===== src/rtl/ioport_pkg.sv =====
package ioport_pkg;
    localparam int unsigned PORT_ADDR_W = 2;
    typedef logic [PORT_ADDR_W-1:0] port_addr_t;

    localparam port_addr_t ADDR_PIN = 2'd0;
    localparam port_addr_t ADDR_DIR = 2'd1;
endpackage


===== src/rtl/ioport_sync.sv =====
module ioport_sync #(
    parameter int unsigned WIDTH  = 8,
    parameter int unsigned STAGES = 2
) (
    input  logic             clk,
    input  logic             rst_n,
    input  logic [WIDTH-1:0] async_in,
    output logic [WIDTH-1:0] sync_out
);
    localparam int unsigned LAST = STAGES - 1;

    typedef struct packed {
        logic [STAGES-1:0][WIDTH-1:0] chain;
    } sync_state_t;

    sync_state_t st_d, st_q;

    always_comb begin
        st_d = st_q;
        st_d.chain[0] = async_in;
        for (int k = 1; k < STAGES; k++) begin
            st_d.chain[k] = st_q.chain[k-1];
        end
    end

    always_ff @(posedge clk or negedge rst_n) begin
        if (!rst_n) begin
            st_q <= '0;
        end else begin
            st_q <= st_d;
        end
    end

    assign sync_out = st_q.chain[LAST];

    initial begin
        if (STAGES < 2) $error("ioport_sync needs at least two stages");
    end
endmodule


===== src/rtl/ioport_regs.sv =====
module ioport_regs
    import ioport_pkg::*;
#(
    parameter int unsigned WIDTH = 8
) (
    input  logic             clk,
    input  logic             rst_n,
    input  port_addr_t       reg_addr,
    input  logic             reg_wr,
    input  logic             reg_rd,
    input  logic [WIDTH-1:0] reg_wdata,
    input  logic [WIDTH-1:0] pin_sync,
    output logic [WIDTH-1:0] latch_out,
    output logic [WIDTH-1:0] dir_out,
    output logic [WIDTH-1:0] reg_rdata
);
    typedef struct packed {
        logic [WIDTH-1:0] latch;
        logic [WIDTH-1:0] dir;
        logic [WIDTH-1:0] rdata;
    } reg_state_t;

    reg_state_t st_d, st_q;

    logic hit_pin, hit_dir;

    always_comb begin
        hit_pin = (reg_addr == ADDR_PIN);
        hit_dir = (reg_addr == ADDR_DIR);
        st_d = st_q;
        if (reg_wr && hit_pin) st_d.latch = reg_wdata;
        if (reg_wr && hit_dir) st_d.dir   = reg_wdata;
        if (reg_rd) begin
            if (hit_pin)      st_d.rdata = pin_sync;
            else if (hit_dir) st_d.rdata = st_q.dir;
            else              st_d.rdata = '0;
        end
    end

    always_ff @(posedge clk or negedge rst_n) begin
        if (!rst_n) begin
            st_q <= '0;
        end else begin
            st_q <= st_d;
        end
    end

    assign latch_out = st_q.latch;
    assign dir_out   = st_q.dir;
    assign reg_rdata = st_q.rdata;


    latch_hold_chk: assert property (@(posedge clk) disable iff (!rst_n)
        !(reg_wr && reg_addr == ADDR_PIN) |=> $stable(latch_out));


    dir_hold_chk: assert property (@(posedge clk) disable iff (!rst_n)
        !(reg_wr && reg_addr == ADDR_DIR) |=> $stable(dir_out));


    rdata_hold_chk: assert property (@(posedge clk) disable iff (!rst_n)
        !reg_rd |=> $stable(reg_rdata));


    unmapped_wr_chk: assert property (@(posedge clk) disable iff (!rst_n)
        (reg_wr && reg_addr != ADDR_PIN && reg_addr != ADDR_DIR)
        |=> ($stable(latch_out) && $stable(dir_out)));
endmodule


===== src/rtl/ioport_pinmux.sv =====
module ioport_pinmux #(
    parameter int unsigned WIDTH = 8
) (
    input  logic [WIDTH-1:0] latch_in,
    input  logic [WIDTH-1:0] dir_in,
    input  logic [WIDTH-1:0] oc_en,
    input  logic [WIDTH-1:0] oc_val,
    output logic [WIDTH-1:0] pin_out,
    output logic [WIDTH-1:0] pin_oe
);
    for (genvar i = 0; i < WIDTH; i++) begin : g_pin
        always_comb begin
            if (oc_en[i]) begin
                pin_out[i] = oc_val[i];
                pin_oe[i]  = 1'b1;
            end else begin
                pin_out[i] = latch_in[i];
                pin_oe[i]  = dir_in[i];
            end
        end
    end
endmodule


===== src/rtl/ioport_ctl.sv =====
module ioport_ctl
    import ioport_pkg::*;
#(
    parameter int unsigned WIDTH       = 8,
    parameter int unsigned SYNC_STAGES = 2
) (
    input  logic                   clk,
    input  logic                   rst_n,
    input  logic [PORT_ADDR_W-1:0] reg_addr,
    input  logic                   reg_wr,
    input  logic                   reg_rd,
    input  logic [WIDTH-1:0]       reg_wdata,
    output logic [WIDTH-1:0]       reg_rdata,
    input  logic [WIDTH-1:0]       pad_in,
    input  logic [WIDTH-1:0]       tmr_oc_en,
    input  logic [WIDTH-1:0]       tmr_oc_val,
    output logic [WIDTH-1:0]       pad_out,
    output logic [WIDTH-1:0]       pad_oe
);
    logic [WIDTH-1:0] pin_sync;
    logic [WIDTH-1:0] latch_q;
    logic [WIDTH-1:0] dir_q;

    ioport_sync #(.WIDTH(WIDTH), .STAGES(SYNC_STAGES)) sync_i (
        .clk      (clk),
        .rst_n    (rst_n),
        .async_in (pad_in),
        .sync_out (pin_sync)
    );

    ioport_regs #(.WIDTH(WIDTH)) regs_i (
        .clk       (clk),
        .rst_n     (rst_n),
        .reg_addr  (reg_addr),
        .reg_wr    (reg_wr),
        .reg_rd    (reg_rd),
        .reg_wdata (reg_wdata),
        .pin_sync  (pin_sync),
        .latch_out (latch_q),
        .dir_out   (dir_q),
        .reg_rdata (reg_rdata)
    );

    ioport_pinmux #(.WIDTH(WIDTH)) mux_i (
        .latch_in (latch_q),
        .dir_in   (dir_q),
        .oc_en    (tmr_oc_en),
        .oc_val   (tmr_oc_val),
        .pin_out  (pad_out),
        .pin_oe   (pad_oe)
    );


    oc_drive_chk: assert property (@(posedge clk) disable iff (!rst_n)
        ((pad_oe & tmr_oc_en) == tmr_oc_en)
        && ((pad_out & tmr_oc_en) == (tmr_oc_val & tmr_oc_en)));


    oe_owner_chk: assert property (@(posedge clk) disable iff (!rst_n)
        ((pad_oe & ~tmr_oc_en) == (dir_q & ~tmr_oc_en)));
endmodule


===== config.mk =====
export PLATFORM = sky130hd
export DESIGN_NAME = ioport_ctl
export DESIGN_NICKNAME = d
export VERILOG_FILES = /design/src/rtl/ioport_pkg.sv /design/src/rtl/ioport_sync.sv /design/src/rtl/ioport_regs.sv /design/src/rtl/ioport_pinmux.sv /design/src/rtl/ioport_ctl.sv
export SDC_FILE = /design/constraint.sdc
export NUM_CORES = 1
export LEC_CHECK = 0
export BUFFER_PORTS_ARGS = -buffer_cell sky130_fd_sc_hd__buf_2
export CAP_MARGIN = 20
export CORE_UTILIZATION = 47
export DETAILED_ROUTE_END_ITERATION = 8
export GPL_TIMING_DRIVEN = 1
export PLACE_DENSITY_LB_ADDON = 0.2
export SETUP_SLACK_MARGIN = 0.15
export SLEW_MARGIN = 20
export SYNTH_ARGS = -nofsm -noshare
export SYNTH_HDL_FRONTEND = slang
export SYNTH_SLANG_ARGS = --single-unit

===== constraint.sdc =====
create_clock -name clk -period 1.1 [get_ports clk]
set_input_delay 0.22 -clock clk [delete_from_list [all_inputs] [get_ports clk]]
set_output_delay 0.22 -clock clk [all_outputs]
set_load 0.01 [all_outputs]

==> results of run 1 <==
## repair_timing
action                                 in CTS  in global routing
setup endpoints to repair                  24                 24
setup buffers                               9                  8
gates resized for setup                    24                  2
hold buffers                                9                  0
endpoints found under the hold margin      19                  0
pin swaps                                   5                  2
## cell families after synthesis
| logic type | count (synthesis) | synth area share, % |
|---|---|---|
| compound gates | 8 | 3.26 |
| mux | 32 | 22.8 |
| buf+inv | 11 | 3.18 |
| flops | 40 | 65.1 |
| simple gates | 11 | 5.62 |
## metrics by stage
stage          cells  power, W  hold WS (ns)  utilization, %
6_report         244   0.00337         0.125            76.0
2_1_floorplan    102   0.00207       -0.0756               -
5_1_grt          244   0.00357        0.0888            76.0
3_5_place_dp     210   0.00235         0.127            62.9
4_1_cts          236   0.00333         0.108            73.7
3_3_place_gp     210   0.00232         0.119            62.9
## worst max-delay path, delay by kind of cell, from the launching register on
family	cells	cell delay (ns)
multiplexers	1	0.28
buffers and inverters	1	0.12
flip-flops	1	0.40
## layer usage
| layer | vias to the layer above | wire length, um |
|---|---|---|
| li1 | 542 | - |
| met1 | 542 | 1270 |
| met2 | 38 | 1820 |
| met3 | 7 | 159 |
| met4 | 0 | 61 |
| met5 | - | 0 |
## worst min path at each step
| stage | depth (start not counted) | end | slack, ns |
|---|---|---|---|
| 6_report | 2 | regs_i.dir_out[6]$_DFFE_PN0P_ | 0.12 |
| 5_1_grt | 2 | regs_i.dir_out[6]$_DFFE_PN0P_ | 0.09 |
| 4_1_cts | 2 | regs_i.dir_out[6]$_DFFE_PN0P_ | 0.11 |
| 3_5_place_dp | 1 | regs_i.latch_out[4]$_DFFE_PN0P_ | 0.13 |
| 3_3_place_gp | 1 | regs_i.latch_out[4]$_DFFE_PN0P_ | 0.12 |
| 2_1_floorplan | 0 | regs_i.dir_out[0]$_DFFE_PN0P_ | -0.08 |
## layout make-up
type | instances | area [um2] | share of cell area, %
clock buffers | 8 | 58.8 | 2.51
inverters | 8 | 30.0 | 1.28
multi-input cells | 51 | 514 | 22.0
flip-flops and latches | 40 | 1000 | 42.8
well taps | 44 | 55.1 | 2.35
repair buffers | 93 | 681 | 29.1
## registers in the layout, indices dropped and copies added (netlist names)
signal            flops
regs_i.latch_out      8
sync_i.sync_out       8
regs_i.dir_out        8
sync_i.st_d           8
regs_i.reg_rdata      8
## cell usage after synthesis
| cell | number |
|---|---|
| nor3b_4 | 1 |
| buf_6 | 1 |
| mux2i_1 | 8 |
| nand2b_1 | 1 |
| nand3b_2 | 1 |
| inv_1 | 8 |
| o22ai_1 | 8 |
| mux2_2 | 24 |
| or2_2 | 8 |
| dfrtp_1 | 40 |
| clkbuf_1 | 2 |
## power groups by stage
stage / logic [W] / clock network (W) / registers, W
3_3_place_gp: 0.000565 / 0 / 0.00176
5_1_grt: 0.000959 / 0.000860 / 0.00175
6_report: 0.000887 / 0.000745 / 0.00173
3_5_place_dp: 0.000584 / 0 / 0.00177
2_1_floorplan: 0.000319 / 0 / 0.00175
4_1_cts: 0.000813 / 0.000783 / 0.00174
==> results.sh, run 1 <==
export IMPL_synth_cells=102
export IMPL_clock_fmax_mhz=739
export IMPL_netlist_area_mm2=0.00154
export IMPL_htree_levels=2
export IMPL_rsz0062_at_grt="true"
export IMPL_area_delta_synth_final_pct=52.3
export IMPL_cts_made_buffers=5
export IMPL_io_buffer_count=61
export IMPL_worstHoldPathType="in -> reg"
export IMPL_finalSetupViolCount=17
export IMPL_grt_use_met1_pct=22.9
export IMPL_pre_cts_ws_ns=-0.119
export IMPL_drt_iter0_markers=13
export IMPL_gr_usage_met2_pct=38.5
export IMPL_drive_gt1_share_pct=62.0
export IMPL_fin_setup_tns_ns=-3.61
export IMPL_grt_first_pass_wirelength_mm=5.17
export IMPL_cts_max_path_buffers=2
export IMPL_syn_nets=140
export IMPL_switching_share_pct=24.9
export IMPL_grt_max_degree=30
export IMPL_worstPathArrival_ns=1.13
export IMPL_clock_latency_ns=0.34
export IMPL_wl_per_cell_um=13.5
export IMPL_wl_mm=3.31
export IMPL_slowest_delay_ns=0.40
export IMPL_crit_fanout=2
export IMPL_reg2reg_from="regs_i.reg_rdata[3]$_DFFE_PN0P_"
export IMPL_start_util_pct=49.9
export IMPL_reg2reg_depth=4
export IMPL_core_area_mm2=0.00308
export IMPL_synth_distinct_cells=11
export IMPL_gp_congestion=0.661
export IMPL_antenna_found_initial=0
export IMPL_overflow=0
export IMPL_final_common_cell="buf_2"
export IMPL_cts_root_buf="clkbuf_4"
export IMPL_startpoint_type="flip-flop"
export IMPL_maxCapViolCount=0
export IMPL_seq_power_share_pct=51.5
export IMPL_gr_usage_met3_pct=7.64
export IMPL_yosysTopAreaCell="dfrtp_1"
export IMPL_cp_end_kind="output port"
export IMPL_fin_crit_ns=1.35
export IMPL_violations="setup timing"
export IMPL_cts_tree="built"
export IMPL_post_route_drc_count=0
export IMPL_synth_seq_cells=40
export IMPL_worst_path_max_delay_cell="dfrtp_1"
export IMPL_hold_start="reg_wdata[6]"
export IMPL_avgSynthCellArea_um2=15.1
export IMPL_final_max_slew_violation_count=0
export IMPL_die_area_mm2=0.00350
export IMPL_switchingPower_w=0.000837
export IMPL_setup_ws_ns=-0.253
export IMPL_skew_ns=0.00991
export IMPL_rows=20
export IMPL_cp_required_ns=0.88
export IMPL_fin_area_mm2=0.00234
export IMPL_fin_crit_sh_pct=123
export IMPL_ios=62
export IMPL_status="finished with violations"
export IMPL_relSlewSlack_pct=76.2
export IMPL_ant_nets=0
export IMPL_r2r_slack_ns=0.19
export IMPL_final_cell_mix="buf_2 (45), dfrtp_1 (40), mux2_2 (22), buf_4 (22), buf_6 (16)"
export IMPL_n_antenna_cell=0
export IMPL_nNetsFinal=237
export IMPL_yosysSeqAreaShare_pct=65.1
export IMPL_vias_per_cell=4.63
export IMPL_r2r_end="regs_i.reg_rdata[3]$_DFFE_PN0P_"
export IMPL_crit_chain="mux2_4, buf_6"
export IMPL_synth_area_leaders="dfrtp_1 (65%), mux2_2 (18%), mux2i_1 (5.2%)"
export IMPL_crit_end="pad_out[6]"
export IMPL_clkPwrFrac_pct=22.1
export IMPL_clk_pin_slew_ns=0.11
export IMPL_die_width_um=59.2
export IMPL_drt_first_pass_iters=4
export IMPL_nFillCells=227
export IMPL_worst_pin_slew_ns=0.357
export IMPL_cts_num_sinks=40
export IMPL_track_usage_pct=21.3
export IMPL_placed_cell_area_mm2=0.00194
export IMPL_die_h_um=59.2
export IMPL_p_int_w=0.00253
export IMPL_startpoint="regs_i.latch_out[6]$_DFFE_PN0P_"
export IMPL_post_dp_hpwl_mm=2.19
export IMPL_combPwrFrac_pct=26.3
export IMPL_top_usage_layer="met2"
export IMPL_p_leak_nw=1.17
export IMPL_ir_worst_vdd_v=0.000951
export IMPL_synth_top_cell_area_share_pct=65.1
export IMPL_grt_pass1_vias=1163
export IMPL_yosysWarnings=0
export IMPL_via_count=1129
export IMPL_worstSetupPathType="reg -> out"
export IMPL_powerDensity_mw_per_mm2=1440
export IMPL_hold_violations=0
Power figures use the tool's default switching activity.
==> run 2, diff against run 1 <==
--- a/config.mk
+++ b/config.mk
@@ -5,10 +5,10 @@
 export SDC_FILE = /design/constraint.sdc
 export NUM_CORES = 1
 export LEC_CHECK = 0
-export BUFFER_PORTS_ARGS = -buffer_cell sky130_fd_sc_hd__buf_2
 export CAP_MARGIN = 20
-export CORE_UTILIZATION = 47
+export CORE_UTILIZATION = 60
 export DETAILED_ROUTE_END_ITERATION = 8
+export DONT_BUFFER_PORTS = 1
 export GPL_TIMING_DRIVEN = 1
 export PLACE_DENSITY_LB_ADDON = 0.2
 export SETUP_SLACK_MARGIN = 0.15
==> run 2 against run 1 <==
  * The flow finishes with violations (hold timing, setup timing)
  * Highest routed layer unchanged
  * Combinational power is 37% lower
  * Clock power is 0.9% higher
  * Global-route usage is 2.9 points higher
  * Worst hold slack worse by 0.57 ns
  * Critical path depth is 1 lower
  * Cell count is 36% lower
  * Sequential share of layout area is 11 points higher
  * Setup slack better by 0.083 ns
  * Non-clock buffer count is 71 lower
  * Register-to-register slack worse by 0.09 ns
  * Clock skew is 0.0020 ns lower
==> results.sh, run 2 (synthesized netlist as in run 1, its figures left out) <==
export IMPL_status="finished with violations"
export IMPL_violations="hold timing, setup timing"
export IMPL_cts_root_buf="clkbuf_4"
export IMPL_area_delta_synth_final_pct=20.8
export IMPL_fin_area_mm2=0.00186
export IMPL_cp_end_kind="output port"
export IMPL_fin_hold_ws_ns=-0.443
export IMPL_die_width_um=52.6
export IMPL_final_cell_mix="dfrtp_1 (40), mux2_2 (16), buf_4 (11)"
export IMPL_nFillCells=130
export IMPL_cp_depth=1
export IMPL_wl_per_cell_um=18.7
export IMPL_skew_ns=0.00787
export IMPL_fin_crit_ns=1.27
export IMPL_path_buf_inv=0
export IMPL_place_inst=129
export IMPL_cts_max_path_buffers=2
export IMPL_cts_tree="built"
export IMPL_fin_crit_sh_pct=115
export IMPL_die_h_um=52.6
export IMPL_rows=17
export IMPL_post_route_drc_count=0
export IMPL_rsz0062_at_grt="true"
export IMPL_grt_max_degree=41
export IMPL_pre_cts_ws_ns=0.0538
export IMPL_nNetsFinal=166
export IMPL_cp_required_ns=0.88
export IMPL_overflow=0
export IMPL_clock_latency_ns=0.34
export IMPL_p_leak_nw=0.865
export IMPL_fin_setup_tns_ns=-1.95
export IMPL_vias_per_cell=5.87
export IMPL_track_usage_pct=24.2
export IMPL_drt_first_pass_iters=4
export IMPL_grt_first_pass_wirelength_mm=4.34
export IMPL_die_area_mm2=0.00277
export IMPL_placed_cell_area_mm2=0.00157
export IMPL_setup_ws_ns=-0.169
export IMPL_worstSetupPathType="reg -> out"
export IMPL_final_common_cell="dfrtp_1"
export IMPL_reg2reg_depth=3
export IMPL_drive_gt1_share_pct=41.1
export IMPL_wl_mm=2.94
export IMPL_startpoint_type="flip-flop"
export IMPL_htree_levels=2
export IMPL_clk_pin_slew_ns=0.11
export IMPL_cts_made_buffers=5
export IMPL_gp_congestion=0.667
export IMPL_n_antenna_cell=0
export IMPL_crit_chain="mux2_4"
export IMPL_ir_worst_vdd_v=0.00126
export IMPL_drt_iter0_markers=5
export IMPL_core_area_mm2=0.00232
export IMPL_worstPathArrival_ns=1.05
export IMPL_start_util_pct=66.3
export IMPL_cts_num_sinks=40
export IMPL_relSlewSlack_pct=74.8
export IMPL_powerDensity_mw_per_mm2=1650
export IMPL_io_buffer_count=0
export IMPL_ant_nets=0
export IMPL_maxCapViolCount=0
export IMPL_clock_fmax_mhz=788
export IMPL_final_max_slew_violation_count=0
export IMPL_antenna_found_initial=0
export IMPL_hold_violations=40
export IMPL_worst_path_max_delay_cell="dfrtp_1"
export IMPL_finalSetupViolCount=16
export IMPL_worst_pin_slew_ns=0.377
export IMPL_crit_family="flip-flops"
export IMPL_worstHoldPathType="in -> async"
export IMPL_slowest_delay_ns=0.42
export IMPL_crit_fanout=2
export IMPL_hold_buffers=9
export IMPL_post_dp_hpwl_mm=1.84
export IMPL_ios=62
export IMPL_via_count=921
export IMPL_finalNonFillerCells=157
export IMPL_grt_pass1_vias=936
run 2: path summary, 6_finish.rpt:
kind | slack [ns] | endpoint | startpoint
hold / removal | -0.44 | regs_i.reg_rdata[6]$_DFFE_PN0P_ | rst_n
setup / recovery | -0.17 | pad_out[4] | regs_i.latch_out[4]$_DFFE_PN0P_
min in group clk | 0.02 | regs_i.latch_out[1]$_DFFE_PN0P_ | reg_wdata[1]
setup reg to reg | 0.10 | regs_i.dir_out[7]$_DFFE_PN0P_ | regs_i.dir_out[7]$_DFFE_PN0P_
hold reg to reg | 0.36 | sync_i.sync_out[7]$_DFF_PN0_ | sync_i.st_d[15]$_DFF_PN0_
max in group asynchronous | 1.45 | sync_i.st_d[10]$_DFF_PN0_ | rst_n
run 2: worst reg2reg max path: cells and delay by family, from the launching register on:
family,cells,cell delay (ns)
multiplexers,1,0.25
flip-flops,1,0.39
buffers and inverters,2,0.25
run 2: stage by stage:
stage,total power [W],util (%)
2_1_floorplan,0.00207,-
3_3_place_gp,0.00211,67.6
3_5_place_dp,0.00213,67.6
4_1_cts,0.00303,78.5
5_1_grt,0.00321,80.1
6_report,0.00306,80.1
run 2: power by group:
group	internal, W	switching [W]
Sequential	0.00164	0.000111
Clock	0.000316	0.000437
Combinational	0.000364	0.000193
run 2: timing repair:
item | 4_1_cts | 5_1_grt
endpoints found under the setup margin | 24 | 24
pin swaps | 6 | 1
buffers inserted | 7 | 4
resized for setup | 16 | 2
hold endpoints to repair | 56 | 40
run 2: final cells by class:
type	count	area [um2]	share of cell area (%)
clock buffer	8	58.8	3.17
inverter	8	30.0	1.62
multi-input combinational	51	537	28.9
sequential	40	1000	53.9
tap	28	35.0	1.89
timing repair buffer	22	195	10.5
run 2: per-layer routing:
metal / GRT usage (%) / share of wire [%] / up-vias
met1: 27.7 / 39 / 479
met4: 12.7 / 1.7 / 0
met5: 0 / 0 / -
li1: - / - / 400
met3: 9.86 / 6.8 / 5
met2: 38.6 / 52 / 37
